$ cat src/rtl/vts_pkg.sv
package vts_pkg;

    typedef enum logic [1:0] {
        ST_IDLE  = 2'd0,
        ST_BLANK = 2'd1,
        ST_COUNT = 2'd2,
        ST_DONE  = 2'd3
    } vts_state_e;

    typedef struct packed {
        vts_state_e state;
        logic [2:0] vcnt;
        logic       turn_on;
    } vts_ctl_s;

endpackage

$ cat src/rtl/vts_edge.sv
module vts_edge (
    input  logic clk,
    input  logic rst_n,
    input  logic async_i,
    output logic fall_o
);
    typedef struct packed {
        logic s1;
        logic s2;
        logic s3;
    } edge_s;

    edge_s reg_d, reg_q;

    always_comb begin
        reg_d    = reg_q;
        reg_d.s1 = async_i;
        reg_d.s2 = reg_q.s1;
        reg_d.s3 = reg_q.s2;
    end

    always_ff @(posedge clk or negedge rst_n) begin
        if (!rst_n) reg_q <= '0;
        else        reg_q <= reg_d;
    end

    assign fall_o = reg_q.s3 & ~reg_q.s2;

    AST_FALL_SINGLE: assert property (@(posedge clk) disable iff (!rst_n)
        fall_o |=> !fall_o);

endmodule

$ cat src/rtl/vts_timer.sv
module vts_timer #(
    parameter int W = 8
) (
    input  logic         clk,
    input  logic         rst_n,
    input  logic         clr_i,
    input  logic         en_i,
    input  logic [W-1:0] limit_i,
    output logic         hit_o
);
    logic [W-1:0] cnt_d, cnt_q;

    always_comb begin
        hit_o = en_i && !clr_i && (cnt_q >= limit_i - W'(1));
        cnt_d = cnt_q;
        if (clr_i || hit_o) cnt_d = '0;
        else if (en_i)      cnt_d = cnt_q + W'(1);
    end

    always_ff @(posedge clk or negedge rst_n) begin
        if (!rst_n) cnt_q <= '0;
        else        cnt_q <= cnt_d;
    end

    AST_TMR_CLEAR: assert property (@(posedge clk) disable iff (!rst_n)
        clr_i |=> (cnt_q == '0));
    AST_TMR_RESTART: assert property (@(posedge clk) disable iff (!rst_n)
        hit_o |=> (cnt_q == '0));

endmodule

$ cat src/rtl/valley_turnon_seq.sv
module valley_turnon_seq
    import vts_pkg::*;
#(
    parameter int BLANK_CYC  = 315,
    parameter int TMO_CYC    = 550,
    parameter int TMO_SS_CYC = 4000
) (
    input  logic       clk,
    input  logic       rst_n,
    input  logic       zcd_i,
    input  logic       drv_off_i,
    input  logic [1:0] valley_sel_i,
    input  logic       soft_start_i,
    output logic       turn_on_o
);
    localparam int MAX_A = (TMO_SS_CYC > TMO_CYC) ? TMO_SS_CYC : TMO_CYC;
    localparam int MAX_C = (MAX_A > BLANK_CYC) ? MAX_A : BLANK_CYC;
    localparam int TW    = $clog2(MAX_C + 1);

    vts_ctl_s ctl_d, ctl_q;

    logic          zcd_fall;
    logic          fall_vld;
    logic          blank_hit;
    logic          tmo_hit;
    logic          valley_ev;
    logic [TW-1:0] tmo_limit;

    vts_edge i_edge (
        .clk     (clk),
        .rst_n   (rst_n),
        .async_i (zcd_i),
        .fall_o  (zcd_fall)
    );

    vts_timer #(.W(TW)) i_blank_tmr (
        .clk     (clk),
        .rst_n   (rst_n),
        .clr_i   (drv_off_i || (ctl_q.state != ST_BLANK)),
        .en_i    (ctl_q.state == ST_BLANK),
        .limit_i (TW'(BLANK_CYC)),
        .hit_o   (blank_hit)
    );

    assign tmo_limit = soft_start_i ? TW'(TMO_SS_CYC) : TW'(TMO_CYC);
    assign fall_vld  = zcd_fall && (ctl_q.state == ST_COUNT) && !drv_off_i;

    vts_timer #(.W(TW)) i_tmo_tmr (
        .clk     (clk),
        .rst_n   (rst_n),
        .clr_i   (drv_off_i || (ctl_q.state != ST_COUNT) || fall_vld),
        .en_i    (ctl_q.state == ST_COUNT),
        .limit_i (tmo_limit),
        .hit_o   (tmo_hit)
    );

    assign valley_ev = fall_vld || tmo_hit;

    always_comb begin
        ctl_d         = ctl_q;
        ctl_d.turn_on = 1'b0;
        if (drv_off_i) begin
            ctl_d.state = ST_BLANK;
            ctl_d.vcnt  = '0;
        end else begin
            unique case (ctl_q.state)
                ST_BLANK: if (blank_hit) ctl_d.state = ST_COUNT;
                ST_COUNT: if (valley_ev) begin
                    ctl_d.vcnt = ctl_q.vcnt + 3'd1;
                    if (ctl_q.vcnt == {1'b0, valley_sel_i}) begin
                        ctl_d.turn_on = 1'b1;
                        ctl_d.state   = ST_DONE;
                    end
                end
                default: ;
            endcase
        end
    end

    always_ff @(posedge clk or negedge rst_n) begin
        if (!rst_n) ctl_q <= '{state: ST_IDLE, vcnt: '0, turn_on: 1'b0};
        else        ctl_q <= ctl_d;
    end

    assign turn_on_o = ctl_q.turn_on;

    AST_PULSE_ONE_CYCLE: assert property (@(posedge clk) disable iff (!rst_n)
        turn_on_o |=> !turn_on_o);
    AST_PULSE_FROM_COUNT: assert property (@(posedge clk) disable iff (!rst_n)
        $rose(turn_on_o) |-> ($past(ctl_q.state) == ST_COUNT));
    AST_NO_PULSE_AFTER_BLANK: assert property (@(posedge clk) disable iff (!rst_n)
        (ctl_q.state == ST_BLANK) |=> !turn_on_o);
    AST_VCNT_BOUND: assert property (@(posedge clk) disable iff (!rst_n)
        ctl_q.vcnt <= 3'd4);
    AST_DRVOFF_RESTART: assert property (@(posedge clk) disable iff (!rst_n)
        drv_off_i |=> (ctl_q.state == ST_BLANK) && (ctl_q.vcnt == 3'd0));
    AST_IDLE_QUIET: assert property (@(posedge clk) disable iff (!rst_n)
        (ctl_q.state == ST_IDLE) |-> !turn_on_o);

endmodule

$ cat config.mk
export PLATFORM = sky130hd
export DESIGN_NAME = valley_turnon_seq
export DESIGN_NICKNAME = d
export VERILOG_FILES = /design/src/rtl/vts_pkg.sv /design/src/rtl/vts_edge.sv /design/src/rtl/vts_timer.sv /design/src/rtl/valley_turnon_seq.sv
export SDC_FILE = /design/constraint.sdc
export NUM_CORES = 1
export LEC_CHECK = 0
export ABC_AREA = 1
export BUFFER_PORTS_ARGS = -buffer_cell sky130_fd_sc_hd__buf_2
export CELL_PAD_IN_SITES_DETAIL_PLACEMENT = 0
export CELL_PAD_IN_SITES_GLOBAL_PLACEMENT = 1
export CORE_MARGIN = 1
export CORE_UTILIZATION = 35
export DETAILED_ROUTE_END_ITERATION = 6
export PLACE_DENSITY_LB_ADDON = 0.1
export SLEW_MARGIN = 5
export SYNTH_ARGS = -nofsm -noshare
export SYNTH_HDL_FRONTEND = slang
export SYNTH_SLANG_ARGS = --single-unit
$ cat constraint.sdc
create_clock -name clk -period 1.4 [get_ports clk]
set_input_delay 0.28 -clock clk [delete_from_list [all_inputs] [get_ports clk]]
set_output_delay 0.28 -clock clk [all_outputs]
set_load 0.005 [all_outputs]
Word-level counts from Yosys, hierarchy flattened
Cells that the tools add are included.
Widths: inputs -> output; s select.
- $add $sub $neg: 4
- magnitude comparators: 2
- equality and inequality tests: 8
- muxes and demuxes: 13
- bitwise operators: 2
- reductions and logical operators: 22
- operators with widths (cell ; count):
    $mux 12 ; 5
    $add 12x1->12 const B ; 2
    $ge 12x12->1 ; 1
    $ge 12x9->1 const B ; 1
    $sub 12x1->12 const B ; 1
    $ne 3x3->1 const B ; 3
    $reduce_bool 2->1 ; 4
    $logic_and 1x1->1 ; 6
    $logic_or 1x1->1 ; 6
    $mux 6 ; 1
    $mux 5 ; 1
    $mux 2 ; 2
    $mux 4 ; 1
    $pmux 2 s2 ; 1
    $reduce_and 4->1 ; 1
    $add 3x1->3 const B ; 1
    $eq 3x2->1 ; 1
    $logic_not 1->1 ; 3
    $reduce_bool 3->1 ; 1
    $eq 2x1->1 const B ; 1
    $eq 2x2->1 const B ; 1
    $mux 1 ; 2
    $ne 2x1->1 const B ; 1
    $ne 2x2->1 const B ; 1
    other kinds (3) ; 3
- register bits: 33
- input bits: 7
- output and inout port bits: 1
- word-level logic and storage cells: 59

Depth between registers and ports, before layout
- depth in word-level cells: 12
- gate-level depth with buffers: 13
- mapped depth without buffers: 13

Hierarchy
Synthesis repeated with hierarchy kept, for this count alone.
- cell total of the unflattened synthesis: 418
- area, all modules: 2835.2 um^2
- by module, submodules not included (module ; instances ; cells an instance ; area an instance (um^2) ; seq. area each (um^2)):
    vts_timer ; 2 ; 177 ; 1172.4 ; 300.3
    valley_turnon_seq ; 1 ; 59 ; 405.4 ; 150.1
    vts_edge ; 1 ; 5 ; 85.1 ; 75.1

Worst setup path before layout
Ideal clock, no wire load.
- path type: register -> register
- from: register i_tmo_tmr.cnt_q[7]
- to: register ctl_q[1] in the netlist's numbering
- setup time: 0.127 ns
- data arrival time: 1.420 ns
- required time: 1.273 ns
- slack: -0.146 ns
- cell stages (with the launch flop): 9
- buffers on the path: 0
- clock period less this slack: 1.546 ns
- cell sequence: dfrtp_1 -> ha_1 -> or2_1 -> nand3_1 -> nand3_2 -> nand2_4 -> clkinv_2 -> nand2_1 -> o21ai_0
- longest elaborated chain between the ends: 5
- ends and longest elaborated chain (item ; RTL line ; text):
    start: declaration ; vts_timer.sv:11 ; logic [W-1:0] cnt_d, cnt_q;
    start signal: assignment ; vts_timer.sv:22 ; else cnt_q <= cnt_d;
    $ge 12x12->1 ; vts_timer.sv:14 ; hit_o = en_i && !clr_i && (cnt_q >= limit_i - W'(1));
    $logic_and 1x1->1 ; vts_timer.sv:14 ;
    $logic_or 1x1->1 ; valley_turnon_seq.sv:57 ; assign valley_ev = fall_vld || tmo_hit;
    $reduce_bool 2->1 (no source line) ; -- ;
    $reduce_and 2->1 (no source line) ; -- ;
    end signal: assignment ; valley_turnon_seq.sv:81 ; if (!rst_n) ctl_q <= '{state: ST_IDLE, vcnt: '0, turn_on: 1'b0};
    end signal: assignment ; valley_turnon_seq.sv:82 ; else ctl_q <= ctl_d;
    end: declaration ; valley_turnon_seq.sv:20 ; vts_ctl_s ctl_d, ctl_q;
Every way passes these cells.
A chain may end at the register's enable or synchronous reset.

Final worst setup path
- from: register i_tmo_tmr.cnt_q[8]
- to: register ctl_q[4] in the netlist's numbering
- longest elaborated chain between the ends: 5
- ends and longest elaborated chain (item ; RTL line):
    $ge 12x12->1 ; vts_timer.sv:14
    $logic_and 1x1->1 ; vts_timer.sv:14
    $logic_or 1x1->1 ; valley_turnon_seq.sv:57
    $ne 3x3->1 (no source line) ; --
    $reduce_and 4->1 (no source line) ; --
Every way passes these cells.

==> flow_summary_export.csv <==
group,metric,value,unit
routing,drc,0,
setup_path,crit_fanout,4,
layout,diodes,0,
power_and_ir_drop,power,2144,uW
sta,setup_ws,-167.0,ps
global_route,use_met1,18.54,%
power_and_ir_drop,clkPwrFrac,30.3,%
setup_path,timing.critical_path.buf_inv,1,
die,die_h,74.12,um
sta,finalSetupViolCount,18,
routing,first_pass_iters,4,
sta,fmax,0.6382,GHz
power_and_ir_drop,switching_power,626.5,uW
die,start_util,37.55,%
global_route,grt_use_met3,3.659,%
logic_synthesis,postSynthCellCount,216,
logic_synthesis,synth_mux_area_share,0,%
setup_path,crit_type,"flop to flop",
setup_path,r2r_setup_slack,-170,ps
global_route,top_usage_layer,"met2",
layout,final_nets,282,
setup_path,crit_top_cell,"nand2_4",
cts,ctsHoldBuffers,0,
sta,slew_violations,0,
sta,period_share,111.9,%
logic_synthesis,synth-simple-area-share,31.48,%
setup_path,slowest_stage,"dfrtp_1",
die,fp.coreArea,0.004848,mm^2
placed_design,port-buffer-count,7,
layout,final_cell_mix,"nand2_1 (33), dfrtp_1 (32), buf_4 (27)",
logic_synthesis,synthAdderAreaFrac,8.247,%
logic_synthesis,synth_seq_area_share,45.36,%
sta,finalHoldViolCount,0,
setup_path,path_delay_family,"simple AND/OR/NAND/NOR gates",
layout,fill_cells,431,
routing,vias_per_cell,4.474,
global_route,grt_usage,15.32,%
cts,clk_pin_slew_worst_paths,70,ps
logic_synthesis,synth-edff-count,0,
power_and_ir_drop,intPower,1518,uW
logic_synthesis,netlist_area,0.001820,mm^2
cts,cts_made_buffers,5,
die,io_pins,8,
routing,drtIter0Drc,25,
setup_path,endpoint_kind,"flop",
global_route,grt_max_degree,34,
cts,clkLatencyLatePin,280,ps
logic_synthesis,synth_top_family_by_area,"simple AND/OR/NAND/NOR gates",
sta,fin_crit,1567,ps
global_route,grt_pass1_vias,1465,
power_and_ir_drop,pwr-share-comb,21.0,%
sta,skew,10.48,ps
cts,clock_sinks,33,
setup_path,worst_ep_required_time,1620,ps
logic_synthesis,async_reset_ff_share,100.0,%
global_route,met2_usage,25.96,%
placed_design,placed_cells,314,
setup_path,crit_arrival,1790,ps
logic_synthesis,synth-main-ff-cell,"dfrtp_1",
power_and_ir_drop,p_leak,0.001219,uW
run,cap_violations,0,
power_and_ir_drop,power_density,815.2,mW/mm^2
logic_synthesis,ys_warn_count,0,
global_route,grt_overflow,0,
hold_path,hold_path_class,"primary input to async pin",
cts,clockBufferDepth,2,
placed_design,post-dp-hpwl,2.731,mm
power_and_ir_drop,seq_power_share,48.7,%
logic_synthesis,yosysTopAreaCell,"dfrtp_1",
setup_path,path_cells,"ha_4, nand2_4, inv_2, nand2_2, nor2_2, nand2_2, nand3_4, nand2_4, nand2_4, nand2_1, nand2_1",
run_status,status,"finished with violations",
logic_synthesis,yosysUniqueCellTypes,26,
die,die-area,0.005494,mm^2
die,chipWidth,74.12,um
routing,wl_per_cell,11.99,um
layout,drive_above_1_share,44.66,%
logic_synthesis,netlist_top_cells_area,"dfrtp_1 (45%), nand2_1 (9.3%), ha_1 (8.2%), inv_1 (6.2%), nor2_1 (6.2%)",
layout,mostFrequentLayoutCell,"nand2_1",
logic_synthesis,synth_compound_area_share,2.818,%
global_route,antenna_found_initial,0,
global_route,grt_pass1_wl,6.237,mm
logic_synthesis,synth.avg_cell_area,8.428,um^2
routing,drt-total-wl,3.946,mm
routing,ant_nets,0,
layout,area_growth_syn_to_layout,44.47,%
die,fp-row-count,25,
layout,stdcell_count,329,
cts,cts_root_buf,"clkbuf_8",
logic_synthesis,synth-seq-cells,33,
logic_synthesis,synth_top_area_share,45.36,%
routing,vias,1472,
setup_path,max_stage_delay,420,ps
sta,rsz0062_at_grt,"yes",
setup_path,start_kind,"flop",
cts,h-tree-depth,2,
power_and_ir_drop,switching_share,29.22,%
run_status,violations,"negative setup slack",
cts,cts_tree,"yes",
logic_synthesis,synthXorXnorAreaFrac,4.330,%
power_and_ir_drop,ir_drop,0.5102,mV
placed_design,place_congestion,0.8322,
what timing repair did:
item | CTS | global route
cloned | 0 | 1
gates resized for setup | 18 | 50
endpoints found under the setup margin | 20 | 22
setup buffers | 4 | 4
pin swaps | 11 | 20
power by group through the flow:
stage | Clock [uW] | Combinational [uW] | Sequential [uW]
6_report | 649 | 451 | 1040
5_1_grt | 714 | 506 | 1050
4_1_cts | 678 | 365 | 1040
3_5_place_dp | 0 | 343 | 1060
3_3_place_gp | 0 | 336 | 1060
2_1_floorplan | 0 | 218 | 1050
stage by stage:
stage	hold WS (ps)	utilization (%)	TNS, ps	area [um^2]	worst slack [ps]
after CTS	37.35	48.18	-2475	2336	-177.5
after floorplan	-15.59	-	-945.2	1837	-96.24
after global routing	63.40	54.25	-4030	2630	-272.4
after global placement	330.4	43.92	-5355	2130	-341.6
final	22.12	54.25	-2370	2630	-167.0
after detailed placement	335.8	43.92	-6135	2130	-408.2
synth_stat cells (2+ instances only):
master	count
nand3_1	9
nand2_1	45
xnor2_1	3
nand2_4	2
nand2_2	5
o21ai_0	4
ha_1	12
clkinv_2	2
dfrtp_1	33
nor2_4	2
nor2_2	9
nor3b_1	2
inv_1	30
nor3_1	6
a21oi_1	5
nand3_2	2
nand4_1	2
nor2_1	30
xor2_1	6
final cells by class:
type                            count  area, um^2  share of cell area (%)
Clock inverter                      1       5.005                  0.1903
Clock buffer                        5       68.82                   2.617
Sequential cell                    33       827.0                   31.45
Timing Repair Buffer               39       325.3                   12.37
Tap cell                           67       83.83                   3.187
Multi-Input combinational cell    151        1186                   45.10
Inverter                           33       133.9                   5.090
flip-flops by register name (all words and copies together), names as in the netlist:
| signal | count |
|---|---|
| ctl_q | 5 |
| i_blank_tmr.cnt_q | 12 |
| i_edge.reg_d | 2 |
| i_edge.reg_q | 1 |
| i_tmo_tmr.cnt_q | 12 |
| turn_on_o | 1 |
layer usage:
layer / wire [um] / vias to the layer above / part of all wire [%]
met3: 109 / 5 / 2.8
li1: - / 753 / -
met4: 59 / 0 / 1.5
met1: 1796 / 698 / 46
met2: 1980 / 16 / 50
met5: 0 / - / 0
final timing paths:
kind                                    start                   end  depth (start not counted)
setup / recovery           i_tmo_tmr.cnt_q[8]              ctl_q[4]                         11
hold / removal                          rst_n  i_blank_tmr.cnt_q[2]                          2
setup reg to reg           i_tmo_tmr.cnt_q[8]              ctl_q[4]                         11
hold reg to reg               i_edge.reg_d[1]       i_edge.reg_d[0]                          0
max in group asynchronous               rst_n    i_tmo_tmr.cnt_q[1]                          2
min in group clk                        zcd_i       i_edge.reg_d[1]                          1
kinds of logic after synthesis:
| family | Yosys count |
|---|---|
| simple gates | 117 |
| buf+inv | 34 |
| flops | 33 |
| fa+ha+maj | 12 |
| compound gates | 10 |
| xor+xnor | 9 |
| other cells | 1 |
No activity file was read; power rests on OpenSTA's default activity.
